[config.mk]
export PLATFORM = sky130hd
export DESIGN_NAME = nbt_sram
export DESIGN_NICKNAME = d
export VERILOG_FILES = /design/src/rtl/nbt_sram_pkg.sv /design/src/rtl/nbt_sram_wq.sv /design/src/rtl/nbt_sram_array.sv /design/src/rtl/nbt_sram_rdpath.sv /design/src/rtl/nbt_sram.sv
export SDC_FILE = /design/constraint.sdc
export NUM_CORES = 1
export LEC_CHECK = 0
export ABC_AREA = 0
export BUFFER_PORTS_ARGS = -buffer_cell sky130_fd_sc_hd__buf_2
export CORE_MARGIN = 2
export CORE_UTILIZATION = 45
export CTS_CLUSTER_SIZE = 14
export DETAILED_ROUTE_END_ITERATION = 7
export GPL_TIMING_DRIVEN = 0
export PLACE_DENSITY = 0.73
export SYNTH_ARGS = -nofsm -noshare
export SYNTH_HDL_FRONTEND = slang
export SYNTH_SLANG_ARGS = --single-unit
[constraint.sdc]
create_clock -name clk -period 6.2 [get_ports clk]
set_input_delay 1.24 -clock clk [delete_from_list [all_inputs] [get_ports clk]]
set_output_delay 1.24 -clock clk [all_outputs]
set_load 0.02 [all_outputs]
[src/rtl/nbt_sram_pkg.sv]
package nbt_sram_pkg;
  typedef enum logic {
    MODE_FLOW = 1'b0,
    MODE_PIPE = 1'b1
  } rd_mode_e;

  // Control flags of one pending late-write slot.
  typedef struct packed {
    logic valid;
    logic pipe;
  } slot_ctl_t;
endpackage

[src/rtl/nbt_sram_wq.sv]
module nbt_sram_wq
  import nbt_sram_pkg::*;
#(
  parameter int AW = 4,
  parameter int NL = 4
) (
  input  logic          clk,
  input  logic          rst,
  input  logic          push,
  input  rd_mode_e      push_mode,
  input  logic [AW-1:0] push_addr,
  input  logic [NL-1:0] push_be,
  output logic          cm_valid,
  output logic [AW-1:0] cm_addr,
  output logic [NL-1:0] cm_be,
  output logic          lt_valid,
  output logic [AW-1:0] lt_addr,
  output logic [NL-1:0] lt_be
);
  slot_ctl_t     s0_ctl, s1_ctl;
  logic [AW-1:0] s0_addr, s1_addr;
  logic [NL-1:0] s0_be, s1_be;

  always_ff @(posedge clk) begin
    if (rst) begin
      s0_ctl <= '0;
      s1_ctl <= '0;
    end else begin
      s0_ctl.valid <= push;
      s0_ctl.pipe  <= (push_mode == MODE_PIPE);
      s1_ctl.valid <= s0_ctl.valid & s0_ctl.pipe;
      s1_ctl.pipe  <= 1'b1;
    end
    s0_addr <= push_addr;
    s0_be   <= push_be;
    s1_addr <= s0_addr;
    s1_be   <= s0_be;
  end

  // The older slot commits first; a flow-through entry commits after one stage.
  always_comb begin
    cm_valid = s1_ctl.valid | (s0_ctl.valid & ~s0_ctl.pipe);
    cm_addr  = s1_ctl.valid ? s1_addr : s0_addr;
    cm_be    = s1_ctl.valid ? s1_be : s0_be;
    lt_valid = s0_ctl.valid & s0_ctl.pipe;
    lt_addr  = s0_addr;
    lt_be    = s0_be;
  end
endmodule

[src/rtl/nbt_sram_array.sv]
module nbt_sram_array #(
  parameter int AW = 4,
  parameter int NL = 4,
  parameter int LW = 9
) (
  input  logic             clk,
  input  logic             we,
  input  logic [NL-1:0]    wbe,
  input  logic [AW-1:0]    waddr,
  input  logic [NL*LW-1:0] wdata,
  input  logic [AW-1:0]    raddr,
  output logic [NL*LW-1:0] rd_q
);
  localparam int DEPTH = 1 << AW;

  for (genvar g = 0; g < NL; g++) begin : g_lane
    logic [LW-1:0] mem [DEPTH];

    always_ff @(posedge clk) begin
      if (we && wbe[g]) mem[waddr] <= wdata[g*LW +: LW];
      rd_q[g*LW +: LW] <= mem[raddr];
    end
  end
endmodule

[src/rtl/nbt_sram_rdpath.sv]
module nbt_sram_rdpath #(
  parameter int NL = 4,
  parameter int LW = 9
) (
  input  logic             clk,
  input  logic             rst,
  input  logic             rd_acc,
  input  logic             rd_pipe,
  input  logic [NL*LW-1:0] raw,
  input  logic [NL-1:0]    cm_hit_be,
  input  logic [NL-1:0]    lt_hit_be,
  input  logic [NL*LW-1:0] wr_data,
  output logic             drive,
  output logic [NL*LW-1:0] data
);
  localparam int DW = NL * LW;

  logic          f_v, f_pipe, p_v;
  logic [DW-1:0] byp_d, flow_val, p_d;
  logic [NL-1:0] byp_be, late_be;

  always_ff @(posedge clk) begin
    if (rst) begin
      f_v <= 1'b0;
      p_v <= 1'b0;
    end else begin
      f_v <= rd_acc;
      p_v <= f_v & f_pipe;
    end
    f_pipe  <= rd_pipe;
    byp_d   <= wr_data;
    byp_be  <= rd_acc ? cm_hit_be : '0;
    late_be <= (rd_acc && rd_pipe) ? lt_hit_be : '0;
  end

  for (genvar g = 0; g < NL; g++) begin : g_merge
    assign flow_val[g*LW +: LW] = byp_be[g] ? byp_d[g*LW +: LW] : raw[g*LW +: LW];

    always_ff @(posedge clk) begin
      p_d[g*LW +: LW] <= late_be[g] ? wr_data[g*LW +: LW] : flow_val[g*LW +: LW];
    end
  end

  assign drive = (f_v & ~f_pipe) | p_v;
  assign data  = p_v ? p_d : flow_val;
endmodule

[src/rtl/nbt_sram.sv]
module nbt_sram
  import nbt_sram_pkg::*;
#(
  parameter int AW = 4,
  parameter int NL = 4,
  parameter int LW = 9
) (
  input  logic             clk,
  input  logic             rst,
  input  logic             mode_pipe,
  input  logic             sel_a_n,
  input  logic             sel_b,
  input  logic             sel_c_n,
  input  logic             wr_en,
  input  logic [NL-1:0]    byte_en,
  input  logic [AW-1:0]    addr,
  input  logic [NL*LW-1:0] wr_data,
  input  logic             oe_n,
  input  logic             sleep,
  output logic [NL*LW-1:0] dq_o,
  output logic             dq_oe
);
  localparam int DW = NL * LW;

  rd_mode_e      mode;
  logic          accept, rd_acc, wr_acc;
  logic          cm_valid, lt_valid, drive;
  logic [AW-1:0] cm_addr, lt_addr;
  logic [NL-1:0] cm_be, lt_be, cm_hit_be, lt_hit_be;
  logic [DW-1:0] raw;

  assign mode   = mode_pipe ? MODE_PIPE : MODE_FLOW;
  assign accept = ~sel_a_n & sel_b & ~sel_c_n & ~sleep;
  assign rd_acc = accept & ~wr_en;
  assign wr_acc = accept & wr_en;

  nbt_sram_wq #(.AW(AW), .NL(NL)) wq_i (
    .clk(clk), .rst(rst), .push(wr_acc), .push_mode(mode),
    .push_addr(addr), .push_be(byte_en),
    .cm_valid(cm_valid), .cm_addr(cm_addr), .cm_be(cm_be),
    .lt_valid(lt_valid), .lt_addr(lt_addr), .lt_be(lt_be)
  );

  nbt_sram_array #(.AW(AW), .NL(NL), .LW(LW)) arr_i (
    .clk(clk), .we(cm_valid), .wbe(cm_be), .waddr(cm_addr),
    .wdata(wr_data), .raddr(addr), .rd_q(raw)
  );

  assign cm_hit_be = (cm_valid && cm_addr == addr) ? cm_be : '0;
  assign lt_hit_be = (lt_valid && lt_addr == addr) ? lt_be : '0;

  nbt_sram_rdpath #(.NL(NL), .LW(LW)) rd_i (
    .clk(clk), .rst(rst), .rd_acc(rd_acc), .rd_pipe(mode == MODE_PIPE),
    .raw(raw), .cm_hit_be(cm_hit_be), .lt_hit_be(lt_hit_be),
    .wr_data(wr_data), .drive(drive), .data(dq_o)
  );

  assign dq_oe = drive & ~oe_n;
endmodule

* Word-level counts from Yosys, hierarchy flattened
Memories as Yosys holds them, arrays and structs flattened. A register that Yosys moved wholly into a read port is not among the register bits. Index checks and enable logic that the tools add are counted.
Word-level totals: output and inout bits 37, bits in registers 102, memories 4, word-level logic and storage cells 71, bits of input ports 53, bits in writable memories 576
Memory list:
- arr_i.g_lane[0].mem | words 16, bits a word 9, read ports 1, clocked after memory_dff 1, wr ports 1, RTL line nbt_sram_array.sv:17 | logic [LW-1:0] mem [DEPTH];
- arr_i.g_lane[1].mem | words 16, bits a word 9, read ports 1, clocked after memory_dff 1, wr ports 1, RTL line nbt_sram_array.sv:17
- arr_i.g_lane[2].mem | words 16, bits a word 9, read ports 1, clocked after memory_dff 1, wr ports 1, RTL line nbt_sram_array.sv:17
- arr_i.g_lane[3].mem | words 16, bits a word 9, read ports 1, clocked after memory_dff 1, wr ports 1, RTL line nbt_sram_array.sv:17
Operators by class: bitwise gates (word level) 19, reductions and logical operators 9, mux-type cells 20, eq/ne operators 2
Operators with widths (number):
- 9-bit two-way mux | 8
- 36-bit two-way mux | 1
- 1-bit AND | 10
- 1-bit two-way mux | 9
- 4-bit equality test | 2
- 4-bit two-way mux | 2
- 1-bit logical AND | 7
- 1-bit NOT | 7
- 2-bit AND reduction | 2
- 1-bit bitwise OR | 2

* Logic depth before layout (Yosys ltp)
Gate-level depths: netlist of the first run.
word-level depth 7, depth in mapped cells 7

* Hierarchy
From an unflattened synthesis of the first run, not the netlist that was laid out.
Second synthesis, totals: cells, all modules 1289, area, all modules 26492.9 µm²
Modules (own cells, without submodules):
- nbt_sram_array | instances 1, cells an instance 1009, area each 22581.7 µm²
- nbt_sram_rdpath | instances 1, cells an instance 216, area each 3180.6 µm²
- nbt_sram_wq | instances 1, cells an instance 34, area each 549.3 µm²
- nbt_sram | instances 1, cells an instance 30, area each 181.4 µm²

* Least setup slack after synthesis of the first run
No wires, ideal clock.
path type in2out, start input port oe_n, end output port dq_oe, stages 1, arrival 1.533 ns, required time 4.960 ns, slack 3.427 ns, cell sequence nor2_1
Between the ends: cells in the longest elaborated chain, start to end 2
RTL lines:
- from (decl) | RTL line nbt_sram.sv:18 | input logic oe_n,
- 1-bit NOT | RTL line nbt_sram.sv:58 | assign dq_oe = drive & ~oe_n;
- 1-bit AND | RTL line nbt_sram.sv:58
- to (decl) | RTL line nbt_sram.sv:21 | output logic dq_oe
Every way passes these cells.

* Final worst setup path of the first run
start register rd_i.p_v, end output port dq_o[8]
Between the ends: cells in the longest elaborated chain, start to end 1
RTL lines:
- from (decl) | RTL line nbt_sram_rdpath.sv:18 | logic f_v, f_pipe, p_v;
- from (signal assigned) | RTL line nbt_sram_rdpath.sv:28 | p_v <= f_v & f_pipe;
- 36-bit two-way mux | RTL line nbt_sram_rdpath.sv:45 | assign data = p_v ? p_d : flow_val;
- to (decl) | RTL line nbt_sram.sv:20 | output logic [NL*LW-1:0] dq_o,
Every way passes these cells.

==> results of run 1 <==
layer usage:
| metal | share of wire, % | global-route usage, % | vias up |
|---|---|---|---|
| met5 | 0.037 | 0 | - |
| met4 | 3.1 | 8.44 | 4 |
| met3 | 8.1 | 4.35 | 127 |
| met2 | 49 | 33.9 | 619 |
| met1 | 40 | 26.6 | 7018 |
| li1 | - | - | 6053 |
worst max-delay path by stage:
stage / from / depth (start not counted) / end / slack [ps]
floorplan: oe_n / 1 / dq_oe / 3430
global placement: addr[3] / 6 / arr_i.rd_q[31] / 2520
detailed placement: addr[3] / 7 / arr_i.rd_q[31] / 2530
CTS: rd_i.p_v / 4 / dq_o[8] / 2240
global route: rd_i.p_v / 4 / dq_o[31] / 2190
finish: rd_i.p_v / 4 / dq_o[8] / 2220
synthesized netlist by cell type (all sizes together):
master / instances
a21oi: 1
a22oi: 112
a2bb2oi: 2
and2: 5
and2b: 1
and4: 1
buf: 52
clkbuf: 27
dfxtp: 138
edfxtp: 576
inv: 7
mux2: 108
mux2i: 152
mux4: 72
nand2: 57
nand2b: 2
nand3: 36
nor2: 72
nor2b: 6
nor3: 6
nor3b: 1
o2111ai: 1
o211ai: 1
o32ai: 8
or4b: 1
xor2: 5
through the flow:
stage | cell area [um2] | hold WS (ps) | util, %
final | 30500 | 404 | 51.7
after global routing | 30500 | 424 | 51.7
after CTS | 30500 | 408 | 51.7
after detailed placement | 28200 | 400 | 47.9
after global placement | 28200 | 397 | 47.9
after floorplan | 26800 | 369 | -
kinds of logic after synthesis:
logic type	count (synthesis)	share of synthesized area [%]
flip-flops	714	74.8
multiplexers	332	16.3
AND/OR/NAND/NOR	188	3.03
AO/OA/AOI/OAI	125	3.84
buffers and inverters	86	1.88
XOR/XNOR	5	0.163
flip-flops by register name, indices dropped and copies added (netlist names):
| name | flops |
|---|---|
| rd_i.late_be | 4 |
| rd_i.byp_d | 36 |
| wq_i.s0_ctl | 2 |
| rd_i.p_d | 36 |
| arr_i.g_lane.mem | 576 |
| rd_i.byp_be | 4 |
| wq_i.s1_addr | 4 |
| rd_i.f_v | 1 |
| arr_i.rd_q | 36 |
| wq_i.s1_be | 4 |
| wq_i.s1_ctl | 1 |
| rd_i.f_pipe | 1 |
| rd_i.p_v | 1 |
| wq_i.lt_addr | 4 |
| wq_i.lt_be | 4 |
worst max-delay path: cells and delay by family, from the launching register on:
kind | cells | cell delay [ps]
muxes | 1 | 440
buffers and inverters | 3 | 1400
DFF | 1 | 300
power by group through the flow:
stage / clock (mW) / combinational (mW) / sequential, mW
after global placement: 0 / 0.514 / 5.36
after detailed placement: 0 / 0.525 / 5.36
after global routing: 4.35 / 0.561 / 5.27
final: 4.13 / 0.525 / 5.26
after floorplan: 0 / 0.315 / 5.36
after CTS: 4.16 / 0.527 / 5.26
area by class of cell:
cell class              count  area [um2]
fillers                  4517       28400
flip-flops and latches    714       20100
multi-input cells         650        6240
clock buffers             109        2010
well taps                 773         967
plain buffers              79         478
repair buffers             90         457
clock inverters            19         216
inverters                   7        26.3
==> results, run 1 <==
- The worst register-to-register path ends at arr_i.g_lane[2].mem[4][1].
- The instance count after placement with tap cells included is 2312.
- The cell chosen for the clock root is sky130_fd_sc_hd__clkbuf_16.
- The number of buffers added for setup after CTS is 0.
- The worst min-delay path startpoint is wq_i.lt_be[0].
- Counting instances, the worst hold path has a depth of 0.
- The combinational share of power is 5.3%.
- The tightest min-delay check is of the flip-flop to flip-flop type.
- The total core area is 58900 um2.
- The port buffer count is 89.
- The synthesis-to-layout area growth is 13.6%.
- The smallest clock period supported by the final layout is computed as 3980 ps.
- The first detailed-routing pass ran for 6 iterations.
- Across the run, the number of max-cap violations was 0.
- After synthesis the netlist holds a flip-flop and latch count of 714.
- In this run the critical register-to-register path is launched from wq_i.s1_ctl[1].
- The critical path goes through clkbuf_1, buf_2, mux2_2, buf_2.
- In the routed layout, each cell is associated on average with a via count of 5.66.
- The path with the worst hold slack has its endpoint at wq_i.s1_be[0].
- The first-pass GRT wire length is 90.9 mm.
- The setup TNS is 0 ps.
- OpenSTA, run right after detailed placement, puts the worst setup slack at 2530 ps.
- The switching share of power is 20.8%.
- Measured against its own limit, the worst slew margin works out to 8.03%.
- The depth of the worst register-to-register path is 6.
- The part of the cycle the worst path needs is 64.2%.
- The full die area is 61500 um2.
- The most numerous cell type found on the critical path is sky130_fd_sc_hd__buf_2.
- Of the total power, the clock network draws 41.7%.
- In the layout the commonest cells are sky130_fd_sc_hd__edfxtp_1 (576), sky130_fd_sc_hd__mux2i_1 (152), sky130_fd_sc_hd__dfxtp_1 (138), sky130_fd_sc_hd__buf_2 (114).
- The final-report max-slew violation count is 0.
- The clock tree from TritonCTS is done.
- In this run the power spent charging and discharging nets is 2.07 mW.
- Of the total power, registers draw 53.1%.
- Setup repair after global routing left no endpoint under its margin.
- Setup slack on the critical path of the routed design comes to 2220 ps.
- The clock input transition at the sequential cells of the worst setup and hold paths is 60 ps.
- The mean instance size in the synthesized netlist is 18.5 um2.
- The deepest level of the CTS H-tree is 3.
- The number of failing hold endpoints at the final stage is 0.
- The worst endpoint required time is 4960 ps.
- The total via count after detailed routing is 13821.
- The remaining routing DRC violations is 0.
- The CTS buffer count is 69.
- The share of post-route cells with drive strength above 1 is 25.7%.
- The data arrival time of the worst path is 2740 ps.
- The area of the mapped netlist is 26800 um2.
- The measured slew at the worst slew-check pin is 1370 ps.
- Entering global routing, the biggest net connects 19 pins.
- The number of antenna violations at the first check in global routing is 2.
- For this run, the number of Yosys warnings is 0.
- The number of nets in the final layout is 1664.
- The total global-route track usage is 20.5%.
- The height of the chip is 248 um.
- For flop-to-flop paths, the worst setup slack is 3160 ps.
- Along the worst path, the maximum fanout reaches 10.
- The internal cell power is 7.85 mW.
- Sorting the synthesized cells by area gives the leading types as sky130_fd_sc_hd__edfxtp_1 (65%), sky130_fd_sc_hd__dfxtp_1 (10%), sky130_fd_sc_hd__mux4_2 (6.0%), sky130_fd_sc_hd__mux2i_1 (5.7%), sky130_fd_sc_hd__mux2_2 (4.5%).
- The setup path with the least slack is of type flip-flop to output pin.
- Clock skew on the completed layout was measured at 26.3 ps.
- Counting every net in the synthesized netlist gives 1503.
- The number of hold buffers added after CTS was 0.
- The leading cell type in the layout, fill and taps excluded is sky130_fd_sc_hd__edfxtp_1.
- The total setup violations reported at the end of the flow is 0.
- The count of cells in the finished layout, fillers not included, comes to 2441.
- For this block, the initial DRC count from the detailed router was 1370.
- The kind of launch point of the worst setup path is a flip-flop.
- The number of instances in the synthesized netlist is 1450.
- For this configuration, the core starts out at a cell density of 45.5%.
- For this run the aggregate overflow at the end of global routing stands at 0.
- Sequential elements use 74.8% of the synthesized area.
- The half-perimeter wire length after placement is 39.6 mm.
- For the worst-skew pair, the clock arrives at the later sink with an insertion delay of 610 ps.
- The element type at the critical path end is an output pin.
- The antenna violation net count after detailed routing is 0.
- The flow ran to the end, and the final reports show no timing, DRC or antenna violations.
- The number of antenna diodes in the final layout is 0.
- The master of the slowest instance on the critical path is sky130_fd_sc_hd__clkbuf_1.
- The peak clock frequency supported by timing is 251 MHz.
- The area share of the largest cell type after synthesis is 64.5%.
- After layout, the design draws a total of 9.92 mW.
- The via count of the first global-routing pass is 14305.
- The peak supply drop is 196 uV.
- In the final routed layout, each cell accounts on average for 25.6 um.
- From left edge to right edge, the die measures 248 um.
- Summed over all layers, the routed wires come to 62.4 mm.
- The clock passes through at most 3 buffers.
- In this run the power density over the cells is 326 nW/um2.
- The final estimated routing congestion in global placement is 0.881.
- The analysis attributes to cell leakage a power of 10.4 nW.
- The total of cells resized after clock tree synthesis is 0.
- The biggest area consumer among synthesized cells is sky130_fd_sc_hd__edfxtp_1.
- The total I/O pin count is 90.
- The largest single stage delay on the critical path is 710 ps.
- The synthesized netlist contains 31 unique library cells.
- The clock sink total is 714.
- The floorplan row count is 89.
No activity file was read; power rests on OpenSTA's default activity.
==> inputs of run 2 (changes only) <==
--- a/config.mk
+++ b/config.mk
@@ -12,7 +12,7 @@
 export CTS_CLUSTER_SIZE = 14
 export DETAILED_ROUTE_END_ITERATION = 7
 export GPL_TIMING_DRIVEN = 0
-export PLACE_DENSITY = 0.73
+export PLACE_DENSITY = 0.75
 export SYNTH_ARGS = -nofsm -noshare
 export SYNTH_HDL_FRONTEND = slang
 export SYNTH_SLANG_ARGS = --single-unit
==> constraint.sdc (replaced) <==
create_clock -name clk -period 3.4 [get_ports clk]
set_input_delay 0.68 -clock clk [delete_from_list [all_inputs] [get_ports clk]]
set_output_delay 0.68 -clock clk [all_outputs]
set_load 0.02 [all_outputs]
==> results, run 2 (synthesis results as in run 1) <==
- Setup repair after global routing left no endpoint under its margin.
- The number of diodes added for antenna fixing is 0 (unchanged).
- The post-detailed-route via-to-cell ratio is 5.75 (+1.6%).
- The measured slew at the worst slew-check pin was 1360 ps (-14.9 ps).
- The post-layout instance count excluding filler cells came to 2433 (-0.33%).
- The total I/O pin count came to 90 (unchanged).
- The via count of the first global-routing pass was 14357 (+0.36%).
- The total global-route track usage is 20.7% (+0.13 points).
- The clock tree from TritonCTS is done.
- The peak clock frequency supported by timing is 308 MHz.
- The number of failing hold endpoints at the final stage is 0 (unchanged).
- The half-perimeter wire length after placement is 39.5 mm (-0.32%).
- The number of max-cap violations is 0 (unchanged).
- The type of the tightest min-delay check is input pin to flip-flop.
- The element type at the critical path end is an output pin.
- The leading cell type in the layout, fill and taps excluded is sky130_fd_sc_hd__edfxtp_1.
- The overall overflow remaining after global route is 0 (unchanged).
- The combinational share of power is 5.3% (about the same).
- The chip width is 248 um (unchanged).
- The worst slew margin relative to its limit is 9.02% (+0.99 points).
- The clock tree skew after final layout was 23.0 ps (-3.23 ps).
- The total core area was 58900 um2 (unchanged).
- The routed wirelength normalized by instance count came to 25.8 um (+0.84%).
- The number of buffers added for setup after CTS was 0 (unchanged).
- Walking the worst path, the cells encountered are buf_2, mux2_2, buf_2.
- The number of buffers on the longest clock path is 3 (unchanged).
- The number of violations reported at the end of detailed-routing iteration 0 came to 1812 (+32%).
- The number of buffers inserted by hold repair at cts is 0 (unchanged).
- The instance count after placement with tap cells included is 2312 (unchanged).
- The maximum number of pins on one net before global-route repair was 19 (unchanged).
- The total setup violations reported at the end of the flow came to 0 (unchanged).
- The critical path class is flip-flop to output pin.
- The register with the most flip-flops is arr_i.g_lane.mem.
- The floorplan row count was 89 (unchanged).
- The kind of launch point of the worst setup path is a flip-flop.
- The first-pass iteration count of the detailed router is 5 (-1).
- The total wire length after detailed routing came to 62.7 mm (+0.51%).
- The cell that appears most often on the critical path is sky130_fd_sc_hd__buf_2.
- The register-to-register path setup slack is 400 ps (-2760 ps).
- The data arrival time of the worst path is 2570 ps (-170 ps).
- The minimum clock period after layout is 3250 ps.
- The full die area came to 61500 um2 (unchanged).
- The category of cells accounting for the largest share of critical-path delay is flip-flops.
- The total via count after detailed routing is 13995 (+1.3%).
- The number of flip-flops in the largest register is 576 (unchanged).
- The cell sitting at the root of the clock tree is a sky130_fd_sc_hd__clkbuf_16.
- The clock sink total is 714 (unchanged).
- The remaining routing DRC violations is 0 (unchanged).
- The fraction of power consumed by the clock network is 41.7% (about the same).
- The worst stage delay on the critical path is 850 ps (+140 ps).
- The worst endpoint required time is 2720 ps (-2240 ps).
- The antenna violation net count after detailed routing is 0 (unchanged).
- The setup TNS came to 0 ps (unchanged).
- The switching share of power is 20.5% (-0.34 points).
- The total of cells resized after clock tree synthesis is 0 (unchanged).
- The internal cell power is 14.4 mW (+83%).
- The port buffer count is 89 (unchanged).
- The initial standard-cell utilization of the core came to 45.5% (unchanged).
- Leaving out fill and tap cells, the most frequent cells in the layout are sky130_fd_sc_hd__edfxtp_1 (576), sky130_fd_sc_hd__mux2i_1 (152), sky130_fd_sc_hd__dfxtp_1 (138), sky130_fd_sc_hd__buf_2 (114).
- The leakage power of the design is 10.4 nW (about the same).
- The switching power of the nets is 3.71 mW (+80%).
- The relative contribution of sequential cells to total power was 52.9% (-0.2 points).
- The share of post-route cells with drive strength above 1 came to 25.5% (-0.12 points).
- The run finished with clean final reports.
- The count of buffering cells on the critical path with inverters included came to 2 (-1).
- The height of the chip came to 248 um (unchanged).
- The number of nets in the final layout came to 1662 (-0.12%).
- The final estimated routing congestion in global placement is 0.885 (+0.50%).
- The synthesis-to-layout area growth is 13.6% (unchanged).
- The part of the cycle the worst path needs is 95.5%.
- The first-pass GRT wire length came to 91.6 mm (+0.83%).
- The clock input transition at the sequential cells of the worst setup and hold paths is 60 ps (about the same).
- The source-to-sink clock delay at the later pin of the worst-skew pair is 600 ps (about the same).
- The peak supply drop came to 344 uV (+76%).
- The worst-path maximum fanout is 10 (unchanged).
- The deepest level of the CTS H-tree came to 3 (unchanged).
- The power per unit of standard cell area is 595 nW/um2 (+83%).
- The slowest stage of the critical path is the sky130_fd_sc_hd__dfxtp_1 cell.
- The number of fillers in the final layout was 4530 (+0.29%).
- The final-report max-slew violation count came to 0 (unchanged).
- The number of antenna violations at the first check in global routing came to 2 (unchanged).
- The CTS buffer count is 69 (unchanged).
run 2: stage by stage:
| step | util [%] | power, mW | hold slack, ps | setup WS (ps) | instance area [um2] |
|---|---|---|---|---|---|
| 2_1_floorplan | - | 10.3 | 369 | 1450 | 26800 |
| 3_3_place_gp | 47.9 | 10.7 | 382 | 304 | 28200 |
| 3_5_place_dp | 47.9 | 10.7 | 395 | 357 | 28200 |
| 4_1_cts | 51.7 | 18.2 | 161 | 171 | 30500 |
| 5_1_grt | 51.7 | 18.6 | 178 | 142 | 30500 |
| 6_report | 51.7 | 18.1 | 179 | 154 | 30500 |
run 2: power groups by stage:
stage	logic, mW	clock network (mW)	registers [mW]
floorplan	0.574	0	9.77
global placement	0.933	0	9.78
detailed placement	0.956	0	9.78
CTS	0.963	7.61	9.60
global route	1.03	7.97	9.60
finish	0.962	7.56	9.60
run 2: worst paths after layout:
| kind | from | end | cells after the start |
|---|---|---|---|
| setup reg to reg | wq_i.s1_ctl[1] | arr_i.g_lane[2].mem[5][2] | 6 |
| setup / recovery | rd_i.p_v | dq_o[32] | 3 |
| hold / removal | byte_en[1] | wq_i.lt_be[1] | 1 |
| hold reg to reg | wq_i.lt_be[0] | wq_i.s1_be[0] | 0 |
run 2: per-layer routing:
metal	GRT usage (%)	part of all wire (%)	routed length, um	vias up
met5	0	0.037	23	-
met4	8.19	3.3	2040	4
met3	3.95	8.9	5580	126
met2	34.0	49	30600	694
met1	27.3	39	24400	7132
li1	-	-	-	6039
run 2: worst reg2reg max path, stage by stage (launching register included):
cell and delay [ps]:
sky130_fd_sc_hd__dfxtp_1 300, sky130_fd_sc_hd__buf_2 220, sky130_fd_sc_hd__buf_2 320, sky130_fd_sc_hd__nand2_1 150, sky130_fd_sc_hd__o32ai_2 220, sky130_fd_sc_hd__nand2_1 300
sky130_fd_sc_hd__nor2_1 1090
run 2: area by class of cell:
cell class              instances  area (um2)  area share (%)
well taps                     773         967            3.17
flip-flops and latches        714       20100            65.8
inverters                       7        26.3          0.0863
plain buffers                  78         474            1.56
multi-input cells             650        6250            20.5
clock inverters                18         181           0.596
repair buffers                 89         445            1.46
clock buffers                 104        2060            6.77
==> inputs of run 3 (changes only) <==
--- a/config.mk
+++ b/config.mk
@@ -15,4 +15,5 @@
 export PLACE_DENSITY = 0.75
 export SYNTH_ARGS = -nofsm -noshare
 export SYNTH_HDL_FRONTEND = slang
+export SYNTH_HIERARCHICAL = 1
 export SYNTH_SLANG_ARGS = --single-unit
==> results, run 3 <==
- The run finished with clean final reports.
- The measured slew at the worst slew-check pin is 1380 ps (+16.3 ps).
- The port buffer count is 89 (unchanged).
- The internal cell power was 14.2 mW (-1.6%).
- The routed wirelength normalized by instance count was 25.7 um (-0.38%).
- In this run the most critical hold path is launched from byte_en[3].
- The power per unit of standard cell area is 594 nW/um2 (-0.23%).
- The total design power came to 17.8 mW (-1.5%).
- The kind of launch point of the worst setup path is a flip-flop.
- The number of fillers in the final layout was 4459 (-1.6%).
- The master of the slowest instance on the critical path is sky130_fd_sc_hd__nor2_1.
- The worst slew margin relative to its limit is 7.93% (-1.1 points).
- The most used standard cell by instance count after synthesis is sky130_fd_sc_hd__edfxtp_1.
- The register-to-register path setup slack is 470 ps (+70 ps).
- The count of buffering cells on the critical path with inverters included was 1 (-1).
- The endpoint identified for the worst register-to-register timing path is arr_i/g_lane[1].mem[11][1].
- The clock input transition at the sequential cells of the worst setup and hold paths came to 60 ps (about the same).
- For this run, the leading register cell type out of synthesis is sky130_fd_sc_hd__edfxtp_1.
- The share of post-route cells with drive strength above 1 is 32.0% (+6.5 points).
- The biggest area consumer among synthesized cells is sky130_fd_sc_hd__edfxtp_1.
- The total setup violations reported at the end of the flow is 0 (unchanged).
- The clock sink total is 714 (unchanged).
- The final-report max-slew violation count is 0 (unchanged).
- By count the netlist is led by sky130_fd_sc_hd__edfxtp_1 (576), sky130_fd_sc_hd__mux4_2 (144), sky130_fd_sc_hd__dfxtp_1 (138).
- The share of synthesized registers carrying an async set or reset is 0% (unchanged).
- The final core utilization is 51.9% (+0.21 points).
- The leading cell type in the layout, fill and taps excluded is sky130_fd_sc_hd__edfxtp_1.
- The count of flip-flops with a built-in enable after synthesis was 576 (unchanged).
- The worst stage delay on the critical path was 1090 ps (+240 ps).
- The height of the chip is 247 um (-0.58%).
- The number of diodes added for antenna fixing is 0 (unchanged).
- The cell chosen for the clock root is sky130_fd_sc_hd__clkbuf_16.
- The clock tree skew after final layout was 22.1 ps (-0.929 ps).
- The post-detailed-route via-to-cell ratio came to 5.72 (-0.48%).
- The distinct cell type count after synthesis is 27 (-13%).
- The leakage power of the design is 9.93 nW (-4.6%).
- The data arrival time of the worst path is 3120 ps (+550 ps).
- The switching power of the nets is 3.66 mW (-1.3%).
- The number of buffers inserted by hold repair at cts is 0 (unchanged).
- The instance count along the most critical hold path is 1 (unchanged).
- The antenna violation net count after detailed routing is 0 (unchanged).
- The depth of the worst register-to-register path is 5 (-1).
- The remaining routing DRC violations was 0 (unchanged).
- The full die area is 60800 um2 (-1.2%).
- The setup TNS is 0 ps (unchanged).
- The number of buffers on the longest clock path was 3 (unchanged).
- The synthesized net count was 1342 (-11%).
- The register with the most flip-flops is arr_i/g_lane.mem.
- From synthesis to final layout, the design area changed by 13.5%.
- The part of the cycle the worst path needs is 86.2% (-9.3 points).
- The worst-path maximum fanout was 9 (-1).
- The total wire length after detailed routing is 58.2 mm (-7.1%).
- The deepest level of the CTS H-tree is 3 (unchanged).
- Traced cell by cell, the critical path runs through buf_6, mux2_4, nor2b_1, nand3_1, nor2_1.
- The number of instances in the synthesized netlist is 1289 (-11%).
- The startpoint identified for the worst register-to-register timing path is wq_i/s1_ctl[1].
- The total global-route track usage is 19.4% (-1.3 points).
- The fraction of the mapped netlist area in simple logic gates came to 2.67% (-0.36 points).
- The via count of the first global-routing pass came to 13477 (-6.1%).
- The worst setup slack after layout is 469 ps (+315 ps).
- Broken down by cell family, the worst path's largest delay share belongs to simple AND/OR/NAND/NOR gates.
- By area the synthesized netlist is led by sky130_fd_sc_hd__edfxtp_1 (65%), sky130_fd_sc_hd__mux4_2 (12%), sky130_fd_sc_hd__dfxtp_1 (10%), sky130_fd_sc_hd__mux2_2 (3.1%), sky130_fd_sc_hd__mux2_4 (2.5%).
- The post-synthesis share of cell area spent on full adders, half adders and majority gates is 0% (unchanged).
- The cell count along the critical path is 5 (+2).
- The peak supply drop is 325 uV (-5.7%).
- The worst hold path terminates at wq_i/lt_be[3].
- The dominant combinational cell family by area after synthesis is multiplexers.
- The floorplan row count was 88 (-1.1%).
- The final estimated routing congestion in global placement is 0.751 (-15%).
- The peak clock frequency supported by timing was 341 MHz (+11%).
- The overall overflow remaining after global route came to 0 (unchanged).
- The area share of the largest cell type after synthesis is 65.3% (+0.77 points).
- The relative contribution of sequential cells to total power is 53.7% (+0.8 points).
- The register area share after synthesis is 75.7% (+0.89 points).
- The xor-xnor portion of the synthesized cell area came to 0.293% (+0.13 points).
- The post-synthesis compound-gate area fraction is 2.10% (-1.7 points).
- The number of violations reported at the end of detailed-routing iteration 0 is 1391 (-23%).
- The number of nets in the final layout is 1504 (-9.5%).
- The element type at the critical path end is a flip-flop.
- The source-to-sink clock delay at the later pin of the worst-skew pair was 590 ps (about the same).
- The area of the mapped netlist is 26500 um2 (-1.2%).
- The first-pass iteration count of the detailed router is 5 (unchanged).
- The half-perimeter wire length after placement is 36.6 mm (-7.3%).
- The maximum number of pins on one net before global-route repair is 19 (unchanged).
- The worst setup timing slack at the placement stage is 526 ps (+170 ps).
- The fraction of power consumed by the clock network came to 41.2% (-0.5 points).
- The total I/O pin count came to 90 (unchanged).
- The proportion of synthesized area in mux cells came to 17.8% (+1.5 points).
- The number of warning messages in the yosys log is 6 (+6).
- The minimum clock period after layout is 2930 ps (-315 ps).
- The first-pass GRT wire length came to 85.0 mm (-7.2%).
- The CTS buffer count came to 71 (+2.9%).
- The number of failing hold endpoints at the final stage is 0 (unchanged).
- The chip width is 247 um (-0.58%).
- The number of buffers added for setup after CTS came to 0 (unchanged).
- TritonCTS built the clock tree.
- The number of max-cap violations came to 0 (unchanged).
- The path class of the tightest hold or removal check is input pin to flip-flop.
- The worst endpoint required time is 3590 ps (+870 ps).
- The library cells used most frequently in the layout, excluding fill and tap cells, are sky130_fd_sc_hd__edfxtp_1 (576), sky130_fd_sc_hd__mux4_2 (144), sky130_fd_sc_hd__dfxtp_1 (138), sky130_fd_sc_hd__buf_2 (107).
- The final standard cell area without fillers is 30100 um2 (-1.3%).
- The switching share of power is 20.5% (+0.053 points).
- The number of antenna violations at the first check in global routing is 4 (+2).
- The total via count after detailed routing is 12983 (-7.2%).
- The total core area came to 57900 um2 (-1.7%).
- The post-detailed-placement cell area is 27900 um2 (-1.2%).
- The mean instance size in the synthesized netlist is 20.6 um2 (+11%).
- The number of flip-flops in the largest register is 576 (unchanged).
- The total of cells resized after clock tree synthesis came to 0 (unchanged).
- The combinational share of power is 5.1% (-0.2 points).
- The initial standard-cell utilization of the core is 45.7% (+0.24 points).
- The total of flip-flops plus latches after synthesis is 714 (unchanged).
- The critical path class is flip-flop to flip-flop.
- Setup repair after global routing left no endpoint under its margin.
==> run 3: how the worst max path moves through the flow <==
stage / start / endpoint
finish: wq_i/s1_ctl[1] / arr_i/g_lane[1].mem[11][1]
global route: rd_i/p_v / dq_o[26]
detailed placement: addr[1] / arr_i/rd_q[7]
floorplan: addr[0] / arr_i/rd_q[10]
CTS: rd_i/p_v / dq_o[26]
global placement: addr[2] / arr_i/rd_q[11]
==> run 3: cell type report <==
type,instances,area (um2),area share (%)
plain buffers,64,369,1.23
clock buffers,109,2100,6.97
clock inverters,16,78.8,0.262
inverters,2,7.51,0.0250
multi-input cells,509,6060,20.1
flip-flops and latches,714,20100,66.7
well taps,765,957,3.18
repair buffers,89,445,1.48
==> run 3: metal layers <==
| layer | vias up | track usage [%] | share of wire (%) |
|---|---|---|---|
| met2 | 640 | 31.4 | 48 |
| met4 | 4 | 6.87 | 2.6 |
| met5 | - | 0 | 0.045 |
| met3 | 112 | 5.74 | 10 |
| met1 | 6709 | 25.0 | 39 |
| li1 | 5518 | - | - |
==> run 3: power by group through the flow <==
stage	Clock [mW]	Combinational (mW)	Sequential [mW]
after floorplan	0	0.564	9.77
after global placement	0	0.880	9.77
after detailed placement	0	0.907	9.78
after CTS	7.41	0.913	9.59
after global routing	7.72	0.972	9.60
final	7.35	0.907	9.59
==> run 3: metrics by stage <==
stage                     hold WS [ps]  std cells
after floorplan                    351       1289
after global placement             363       2143
after detailed placement           366       2143
after CTS                          168       2268
after global routing               178       2268
final                              190       2268
==> run 3: logic make-up (layout without fill, tap and decap cells) <==
| group | after synthesis | after routing |
|---|---|---|
| flip-flops | 714 | 714 |
| multiplexers | 260 | 260 |
| AND/OR/NAND/NOR | 167 | 167 |
| AO/OA/AOI/OAI | 74 | 74 |
| buffers and inverters | 66 | 280 |
| XOR/XNOR | 8 | 8 |
